--- src/rtl/slu_pkg.sv ---
package slu_pkg;
  localparam int unsigned WORD_W = 32;
  localparam int unsigned LANE_W = 8;
  localparam int unsigned LANES  = WORD_W / LANE_W;
  localparam int unsigned OFF_W  = $clog2(LANES);

  typedef logic [WORD_W-1:0] word_t;
  typedef logic [OFF_W-1:0]  off_t;

  // base + index scaled by the word size, modulo 2^WORD_W
  function automatic word_t eff_addr(word_t base, word_t index);
    return base + (index << OFF_W);
  endfunction

  // XOR key for byte reordering: all ones for little-endian, zero for big-endian
  function automatic off_t swap_key(logic big);
    return big ? '0 : '1;
  endfunction

  // memory byte offset feeding result lane `lane`
  function automatic off_t lane_src(int unsigned lane, off_t key);
    off_t rev;
    rev = off_t'(LANES - 1 - lane);
    return rev ^ key;
  endfunction

  function automatic logic guard_pass(logic present, logic lsb);
    return !present || lsb;
  endfunction
endpackage

--- src/rtl/slu_agen.sv ---
module slu_agen
  import slu_pkg::*;
#(
  parameter int unsigned TAG_W = 5
) (
  input  logic             clk,
  input  logic             rst,
  input  logic             op_valid,
  input  word_t            op_base,
  input  word_t            op_index,
  input  word_t            op_guard,
  input  logic             op_guard_en,
  input  logic [TAG_W-1:0] op_dest,
  input  logic             big_endian,
  output logic             s1_valid,
  output word_t            s1_waddr,
  output logic [TAG_W-1:0] s1_dest,
  output off_t             s1_key,
  output logic             s1_misal
);
  word_t ea;
  logic  pass;
  logic  issue;
  logic  unused_guard_hi;

  assign ea              = eff_addr(op_base, op_index);
  assign pass            = guard_pass(op_guard_en, op_guard[0]);
  assign issue           = op_valid && pass;
  assign unused_guard_hi = ^op_guard[WORD_W-1:1];

  always_ff @(posedge clk) begin
    if (rst) s1_valid <= 1'b0;
    else     s1_valid <= issue;
    s1_waddr <= {ea[WORD_W-1:OFF_W], {OFF_W{1'b0}}};
    s1_misal <= |ea[OFF_W-1:0];
    s1_dest  <= op_dest;
    s1_key   <= swap_key(big_endian);
  end

  p_guard_block_r2: assert property (@(posedge clk) disable iff (rst)
    (op_valid && op_guard_en && !op_guard[0]) |=> !s1_valid);
  p_noguard_r3: assert property (@(posedge clk) disable iff (rst)
    (op_valid && !op_guard_en) |=> s1_valid);
  p_idle_r10: assert property (@(posedge clk) disable iff (rst)
    !op_valid |=> !s1_valid);
endmodule

--- src/rtl/slu_byte_order.sv ---
module slu_byte_order
  import slu_pkg::*;
(
  input  word_t raw,
  input  off_t  key,
  input  logic  misal,
  output word_t ordered
);
  for (genvar j = 0; j < LANES; j++) begin : g_lane
    off_t src;
    assign src = lane_src(j, key);
    assign ordered[j*LANE_W +: LANE_W] =
      misal ? '0 : raw[32'(src)*LANE_W +: LANE_W];
  end

  always_comb begin
    if (misal) p_misal_zero_r7: assert (ordered == '0);
  end
endmodule

--- src/rtl/scaled_load_unit.sv ---
module scaled_load_unit
  import slu_pkg::*;
#(
  parameter int unsigned TAG_W = 5
) (
  input  logic             clk,
  input  logic             rst,
  input  logic             op_valid,
  input  logic [31:0]      op_base,
  input  logic [31:0]      op_index,
  input  logic [31:0]      op_guard,
  input  logic             op_guard_en,
  input  logic [TAG_W-1:0] op_dest,
  input  logic             big_endian,
  output logic             mem_rd_en,
  output logic [31:0]      mem_rd_addr,
  input  logic [31:0]      mem_rd_data,
  output logic             wb_en,
  output logic [TAG_W-1:0] wb_dest,
  output logic [31:0]      wb_data
);
  logic             s1_valid;
  word_t            s1_waddr;
  logic [TAG_W-1:0] s1_dest;
  off_t             s1_key;
  logic             s1_misal;

  logic             s2_valid;
  logic [TAG_W-1:0] s2_dest;
  off_t             s2_key;
  logic             s2_misal;
  word_t            ordered;

  slu_agen #(.TAG_W(TAG_W)) u_agen (
    .clk(clk), .rst(rst), .op_valid(op_valid),
    .op_base(op_base), .op_index(op_index), .op_guard(op_guard),
    .op_guard_en(op_guard_en), .op_dest(op_dest), .big_endian(big_endian),
    .s1_valid(s1_valid), .s1_waddr(s1_waddr), .s1_dest(s1_dest),
    .s1_key(s1_key), .s1_misal(s1_misal)
  );

  assign mem_rd_en   = s1_valid;
  assign mem_rd_addr = s1_waddr;

  // stage 2: metadata waits alongside the memory access
  always_ff @(posedge clk) begin
    if (rst) s2_valid <= 1'b0;
    else     s2_valid <= s1_valid;
    s2_dest  <= s1_dest;
    s2_key   <= s1_key;
    s2_misal <= s1_misal;
  end

  slu_byte_order u_order (
    .raw(mem_rd_data), .key(s2_key), .misal(s2_misal), .ordered(ordered)
  );

  // stage 3: write-back register
  always_ff @(posedge clk) begin
    if (rst) wb_en <= 1'b0;
    else     wb_en <= s2_valid;
    wb_dest <= s2_dest;
    wb_data <= ordered;
  end

  p_aligned_r1: assert property (@(posedge clk) disable iff (rst)
    mem_rd_en |-> (mem_rd_addr[1:0] == 2'b00));
  p_wb_follows_r6: assert property (@(posedge clk) disable iff (rst)
    wb_en |-> $past(mem_rd_en, 2));
  p_tag_carried_r6: assert property (@(posedge clk) disable iff (rst)
    wb_en |-> (wb_dest == $past(s1_dest, 2)));
  p_reset_quiet_r8: assert property (@(posedge clk)
    rst |=> (!wb_en && !mem_rd_en));
endmodule

--- config.mk ---
export PLATFORM = sky130hd
export DESIGN_NAME = scaled_load_unit
export DESIGN_NICKNAME = d
export VERILOG_FILES = /design/src/rtl/slu_pkg.sv /design/src/rtl/slu_agen.sv /design/src/rtl/slu_byte_order.sv /design/src/rtl/scaled_load_unit.sv
export SDC_FILE = /design/constraint.sdc
export NUM_CORES = 1
export LEC_CHECK = 0
export BUFFER_PORTS_ARGS = -buffer_cell sky130_fd_sc_hd__buf_2
export CAP_MARGIN = 30
export CORE_UTILIZATION = 35
export CTS_CLUSTER_SIZE = 12
export DETAILED_ROUTE_END_ITERATION = 10
export PLACE_DENSITY_LB_ADDON = 0.1
export SYNTH_ARGS = -nofsm -noshare
export SYNTH_HDL_FRONTEND = slang
export SYNTH_SLANG_ARGS = --single-unit
export TNS_END_PERCENT = 5
--- constraint.sdc ---
create_clock -name clk -period 2.2 [get_ports clk]
set_input_delay 0 -clock clk [delete_from_list [all_inputs] [get_ports clk]]
set_output_delay 0 -clock clk [all_outputs]
set_load 0.05 [all_outputs]
==> results of run 1 <==
==> critical path, cell delays in order <==
cell       delay (ns)
buf_2            0.10
ha_1             0.23
inv_1            0.08
fa_1             0.24
nor2b_4          0.05
o31a_1           0.27
o211a_1          0.27
o2111ai_2        0.24
a21boi_2         0.12
a221oi_2         0.29
xnor2_1          0.15
==> final timing paths <==
path | slack (ns) | depth (start not counted) | start | to
setup / recovery | 0.41 | 11 | op_base[2] | u_agen.s1_waddr[28]
hold reg to reg | 0.33 | 0 | s2_dest[4] | wb_dest[4]
hold / removal | 0.02 | 3 | op_index[5] | u_agen.s1_waddr[7]
setup reg to reg | 0.44 | 4 | s2_key[0] | wb_data[20]
==> cells by family (layout without fill, tap and decap cells) <==
family                     after synthesis  count (layout)  synth area share [%]
AOI/OAI and AO/OA                       85              85                 15.74
muxes                                   32              32                 8.446
and+or+nand+nor                         93              93                 11.58
DFF                                     84              84                 44.34
adders and majority gates               30              30                 10.10
other                                    1               2               0.09888
buffers and inverters                   27             270                 3.926
xor gates and xnor gates                25              25                 5.774
==> cells in the final DEF, fill, tap and decap left out, types with 2 or more instances in the layout <==
master / instances
o2111ai_2: 2
nor3_1: 6
a31oi_1: 2
nand2_1: 14
buf_2: 173
and3_1: 3
nor2b_1: 3
nor3b_1: 2
a21oi_1: 24
a21oi_2: 2
clkbuf_8: 9
a211oi_1: 3
dfxtp_1: 83
nand4_1: 3
o21a_1: 5
nand2b_1: 3
buf_4: 8
xor2_1: 7
bufinv_16: 2
dlygate4sd3_1: 62
inv_6: 3
o211a_1: 2
mux2i_1: 32
ha_1: 29
a21o_1: 11
o21ai_0: 15
conb_1: 2
xnor2_1: 18
nor2_1: 46
o21bai_1: 4
inv_1: 11
nand3_1: 5
or2_2: 3
==> flip-flops by register name (all words and copies together), names as in the netlist <==
| name | count |
|---|---|
| s2_dest | 5 |
| s2_key | 1 |
| s2_misal | 1 |
| s2_valid | 1 |
| u_agen.s1_dest | 5 |
| u_agen.s1_key | 1 |
| u_agen.s1_misal | 1 |
| u_agen.s1_valid | 1 |
| u_agen.s1_waddr | 30 |
| wb_data | 32 |
| wb_dest | 5 |
| wb_en | 1 |
==> what timing repair did <==
| item | 4_1_cts | 5_1_grt |
|---|---|---|
| hold buffers | 62 | 0 |
| buffers inserted | 0 | 0 |
| endpoints found under the hold margin | 44 | 0 |
==> routing by layer <==
metal	vias to the layer above	share of wire (%)
met5	-	0
met4	0	1.4
met3	13	5.3
met2	129	50
met1	1579	43
li1	1800	-
==> metrics by stage <==
step | cell area (sq um) | power [mW] | std cells
6_report | 5633 | 4.465 | 757
3_3_place_gp | 4786 | 3.141 | 679
2_1_floorplan | 3796 | 2.800 | 378
4_1_cts | 5633 | 4.520 | 757
5_1_grt | 5633 | 4.691 | 757
3_5_place_dp | 4786 | 3.151 | 679
==> area by class of cell <==
class	instances	area share [%]
multi-input combinational	267	34.90
clock buffer	9	2.199
sequential	84	29.88
timing repair buffer	243	27.45
clock inverter	7	1.821
inverter	11	0.7330
tap	136	3.021
==> power groups by stage <==
stage / clock network (mW) / registers, mW / logic (mW)
after floorplan: 0 / 2.31 / 0.486
after global placement: 0 / 1.76 / 1.38
after detailed placement: 0 / 1.77 / 1.38
after CTS: 1.30 / 1.73 / 1.49
after global routing: 1.36 / 1.75 / 1.59
final: 1.25 / 1.73 / 1.48
==> summary.txt, run 1 <==
Detailed routing
  • Drt drc: 0
  • Pre-antenna DRT Iters: 4
  • Vias per inst: 4.651
  • DRT iter0 DRCs: 126
  • Final wirelength: 9563 um
  • Vias: 3521
  • Final antenna-violating net count: 0
  • Drt wl/cell: 12.63 um

Worst setup path
  • Worst Path Required: about 2.5 ns
  • Crit Path Class: in2reg
  • Crit path max fanout: 4
  • CP Capture Type: register
  • Data arrival, critical path: 2.06 ns
  • Critical path launch point type: input pin

Timing
  • Fin crit period: 1.786 ns
  • Worst slew pin tran: 0.5215 ns
  • Final setup fails: 0
  • Worst slew margin: roughly 65%
  • RSZ-0062 raised after global routing: no
  • Final hold vios: 0
  • Final Max Tran Viols: 0
  • Fin worst setup slack: 0.4140 ns
  • Setup Skew: 0.01409 ns
  • Worst hold margin: 0.02047 ns
  • Period utilization: approximately 81%
  • Total Neg Setup Slack: 0 ns
  • Top achievable clock speed: 559.9 MHz

Placement
  • Gpl congestion: 0.8027
  • HPWL Detailed: 7000 um
  • Setup slack at placement: 0.05874 ns
  • Port bufs: 173

Pwr
  • Switch Pwr: 1.607 mW
  • Combinational share of power: 33.3%
  • Reg power frac: 38.8%
  • Leak: about 2.8 nW
  • Sw Ratio: between 30% and 40%
  • Internal Pwr Total: 2.858 mW
  • PD cells: 792.6 nW/um^2
  • Max VDD drop: about 0.00036 V
  • Clock power share: 28.0%

Final layout
  • P&R area growth vs syn: 48.53%
  • Antenna Cells: 0
  • Layout cells sized above 1: around a third
  • Fin nets: 784
  • Reg area: 1683 sq um
  • Multi-input gate area: 1966 sq um
  • Fin util: between 50% and 60%
  • Fill cells: 1006

Yosys
  • Mean Syn Cell Area: about 10 sq um
  • Cell count after synthesis: 377
  • Yosys warning count: 0
  • Synth cell count leaders: dfxtp_1 (84), nor2_1 (46), mux2i_1 (32)
  • Post-synthesis sequential area ratio: 44.34%
  • Syn Std Cell Area: 3792 sq um
  • Post-synth cell types: 54
  • Ys flop type: dfxtp_1
  • Area leader, netlist: dfxtp_1
  • Top-area cell type share of the netlist area: 44.34%
  • Ranking of synthesized cells by area: dfxtp_1 (44%), ha_1 (9.6%), mux2i_1 (8.4%), nor2_1 (4.6%), xnor2_1 (4.2%)
  • Number of flops mapped to enable cells by yosys: 0
  • Top-count cell post-synth: dfxtp_1
  • Flops & latches, synth: 84
  • FFs w/ async S/R, synth: 0%

GRT
  • Largest net degree at the start of global routing: 33
  • GRT met2 Usage: 31.28%
  • GR met1 Demand/Resource: 19.75%
  • Total track usage: 17.02%
  • GR Layer Usage met3: 3.004%
  • GR Overflow Total: 0
  • Gr busiest metal: met2
  • Vias in the first global route: ~3.4k
  • First-pass GRT wire length: 15420 um
  • Initial antenna violation count: 0

Floorplan
  • Die Ht: 106.1 um
  • Initial Util: a little over a third
  • Top-Level Pins: 209
  • Core area: 10420 sq um
  • Die width: ~110 um
  • Row count: 37
  • Die area: 11260 sq um

CTS
  • Worst-path clk slew: 0.10 ns
  • CTS tree: built
  • Post-cts sizing count: 0
  • CTS buffer count: 9
  • Clk_lat worst skew: around 0.34 ns
  • H-Tree Depth: 3
  • Clk sinks: 84
  • Max Root-Sink Buffers: 2
  • Clk root buf: clkbuf_8

Run
  • Max Cap Viol: 0

Run status
  • Status: completed

Hold path
  • Hold crit path type: in2reg
Note: power is estimated with default switching activity, not from simulation.
==> run 2: changes to the inputs <==
Settings changed: ABC_AREA set to 1.
Clock period 2.2 ns to 1.43 ns, I/O delays scaled along.
==> summary.txt, run 2 <==
Run status
  • Status: completed

Run
  • Max Cap Viol: 0 (unchanged)

GRT
  • GR Overflow Total: 0 (unchanged)
  • Vias in the first global route: 4387 (+28%)
  • Initial antenna violation count: 0 (unchanged)
  • Largest net degree at the start of global routing: 33 (unchanged)
  • First-pass GRT wire length: 19510 um (+27%)
  • Total track usage: 19.10% (+2.1 points)

Pwr
  • Leak: 3.680 nW (+31%)
  • PD cells: 1149 nW/um^2 (+45%)
  • Total Power: 7.459 mW (+67%)
  • Max VDD drop: 0.0005297 V (+46%)

CTS
  • Worst-path clk slew: 0.06 ns (-0.04 ns)
  • H-Tree Depth: 3 (unchanged)
  • Clk root buf: clkbuf_16
  • Clk_lat worst skew: 0.34 ns (about the same)
  • CTS tree: built
  • Postcts setup bufs: 0 (unchanged)
  • CTS buffer count: 9 (unchanged)
  • Max Root-Sink Buffers: 2 (unchanged)
  • Clk sinks: 84 (unchanged)

Yosys
  • Cell count after synthesis: 649 (+72%)
  • Largest family of logic cells by synthesized area: simple AND/OR/NAND/NOR gates
  • Post-synthesis mux area share: 0% (-8.4 points)
  • Synth Area in XOR/XNOR: 2.768% (-3.0 points)
  • Yosys warning count: 0 (unchanged)
  • Number of flops mapped to enable cells by yosys: 0 (unchanged)
  • Synth cell count leaders: nand2_1 (247), inv_1 (97), dfxtp_1 (84)
  • FFs w/ async S/R, synth: 0% (unchanged)
  • Simple-Gate Fraction of Synth Area: 33.04% (+21 points)
  • Synth Area in Compound Gates: 7.907% (-7.8 points)
  • Mean Syn Cell Area: 6.827 sq um (-32%)
  • Post-synthesis sequential area ratio: 37.96% (-6.4 points)
  • Top-area cell type share of the netlist area: 37.96% (-6.4 points)
  • Flops & latches, synth: 84 (unchanged)
  • Syn Std Cell Area: 4430 sq um (+17%)
  • Post-synth cell types: 27 (-50%)
  • Ranking of synthesized cells by area: dfxtp_1 (38%), nand2_1 (21%), inv_1 (8.2%), ha_1 (8.2%), a21oi_1 (5.8%)
  • Area leader, netlist: dfxtp_1
  • Synth Area in Adders: 8.642% (-1.5 points)
  • Ys flop type: dfxtp_1
  • Top-count cell post-synth: nand2_1

Worst setup path
  • Crit Path Class: in2reg
  • Crit path buffers/inverters: 3 (+1)
  • Crit path max fanout: 4 (unchanged)
  • Most frequent CP cell: nand2_1
  • CP Capture Type: register
  • Worst Path Required: 1.66 ns (-0.81 ns)
  • Worst path max stage delay: 0.40 ns (+0.11 ns)
  • Critical path launch point type: input pin
  • Slowest CP cell: fa_1
  • CP top delay family: adder cells
  • R2R Setup Slk: 0.37 ns (-0.07 ns)
  • Data arrival, critical path: 1.50 ns (-0.56 ns)
  • CP Cell Sequence: buf_2 > ha_1 > inv_1 > fa_1 > inv_1 > nand3_1 > nand3_2 > nand2_1 > a21oi_1 > nor2_1 > nand2_1 > nand2_1

Timing
  • Top achievable clock speed: just under 800 MHz
  • Fin crit period: 1.262 ns
  • Final hold vios: 0 (unchanged)
  • Worst hold margin: 0.02705 ns (+0.006574 ns)
  • Period utilization: 88.28%
  • Final setup fails: 0 (unchanged)
  • Setup Skew: 0.004391 ns (-0.009698 ns)
  • RSZ-0062 raised after global routing: no
  • Final Max Tran Viols: 0 (unchanged)

Final layout
  • Largest regs: wb_data x32, u_agen.s1_waddr x30
  • Fin nets: 1069 (+36%)
  • Finished Cell Area: 6490 sq um (+15%)
  • Commonest cells after routing, fill and taps aside: nand2_1 (247), buf_2 (173), inv_1 (97), dfxtp_1 (84), a21oi_1 (51)
  • Layout cells sized above 1: 28.92% (-5.4 points)
  • Most common cell after layout, fill and taps aside: nand2_1
  • P&R area growth vs syn: 46.48%
  • Fin util: 53.36% (-0.71 points)
  • Max FFs per register: 32 (unchanged)
  • Antenna Cells: 0 (unchanged)
  • Biggest register: wb_data

Placement
  • Gpl congestion: 0.8696 (+8.3%)
  • Port bufs: 173 (unchanged)
  • HPWL Detailed: 9541 um (+36%)
  • Post-DP Area: 5717 sq um (+19%)

Floorplan
  • Row count: 40 (+8.1%)
  • Die area: 13110 sq um (+16%)
  • Core area: 12160 sq um (+17%)
  • Die Ht: 114.5 um (+7.9%)
  • Die width: 114.5 um (+7.9%)
  • Top-Level Pins: 209 (unchanged)
  • Initial Util: 36.43% (about the same)

Detailed routing
  • Final antenna-violating net count: 0 (unchanged)
  • Vias: 4670 (+33%)
  • Final wirelength: 12320 um (+29%)
  • Drt drc: 0 (unchanged)
  • Vias per inst: 4.348 (-6.5%)
  • Drt wl/cell: 11.47 um (-9.2%)
  • Pre-antenna DRT Iters: 5 (+1)
  • DRT iter0 DRCs: 268 (+110%)

Hold path
  • Hold crit path type: in2reg
[run 2: cell count changes after synthesis, moves of 9 or more]
cell,previous run,this run
o21ai_0,15,2
nand2_2,0,16
xnor2_1,18,2
mux2i_1,32,0
nand3_1,5,24
nor2_1,46,37
a21oi_1,24,51
inv_1,11,97
a21o_1,11,1
nand2_1,14,247
[run 2: timing repair]
action                                  4_1_cts  5_1_grt
resized for setup                             0        1
endpoints found under the setup margin        0        2
hold buffers                                 46        0
endpoints found under the hold margin        44        0
[run 2: worst min-delay path: stages]
cell and delay, ns:
buf_2 0.08, xnor2_1 0.07, inv_1 0.05, nand3_1 0.07, nand2_1 0.06
[run 2: report_power, final]
group | internal (mW) | leakage, nW | switching, mW
sequential | 2.58 | 0.700 | 0.0611
combinational | 0.791 | 2.83 | 1.64
clock | 1.41 | 0.149 | 0.974
total | 4.78 | 3.68 | 2.68
[run 2: kinds of logic after synthesis]
group                    after synthesis
AND/OR/NAND/NOR                      346
buffers and inverters                111
flip-flops                            84
AO/OA/AOI/OAI                         63
adder cells (fa/ha/maj)               30
XOR/XNOR                              14
other                                  1
[run 2: layer usage]
layer | up-vias | GRT usage, % | wire (um)
met2 | 148 | 32.20 | 5677
met3 | 12 | 4.659 | 728
met5 | - | 0 | 0
met1 | 2021 | 23.73 | 5747
met4 | 0 | 6.580 | 163
li1 | 2489 | - | -
[run 2: final cells by class]
cell class / instances / area, sq um
repair buffers: 252 / 1587
multi-input cells: 455 / 2332
fillers: 1212 / 5672
inverters: 99 / 371.6
flip-flops and latches: 84 / 1682
well taps: 168 / 210.2
clock buffers: 10 / 239.0
clock inverters: 6 / 68.82
[run 2: metrics by stage]
step / TNS, ns / setup WS [ns] / instances
after floorplan: 0 / 0.05636 / 650
after global routing: 0 / 0.04124 / 1074
after global placement: -0.6248 / -0.1047 / 1012
after CTS: 0 / 0.1511 / 1074
after detailed placement: -1.607 / -0.2049 / 1012
final: 0 / 0.1676 / 1074
[run 2: path summary, 6_finish.rpt]
path / startpoint / endpoint / cells after the start
worst max-delay path: op_base[2] / u_agen.s1_waddr[18] / 12
worst min-delay path: op_base[31] / u_agen.s1_waddr[31] / 5
worst min register to register: u_agen.s1_key[0] / s2_key[0] / 0
worst max register to register: s2_key[0] / wb_data[18] / 4
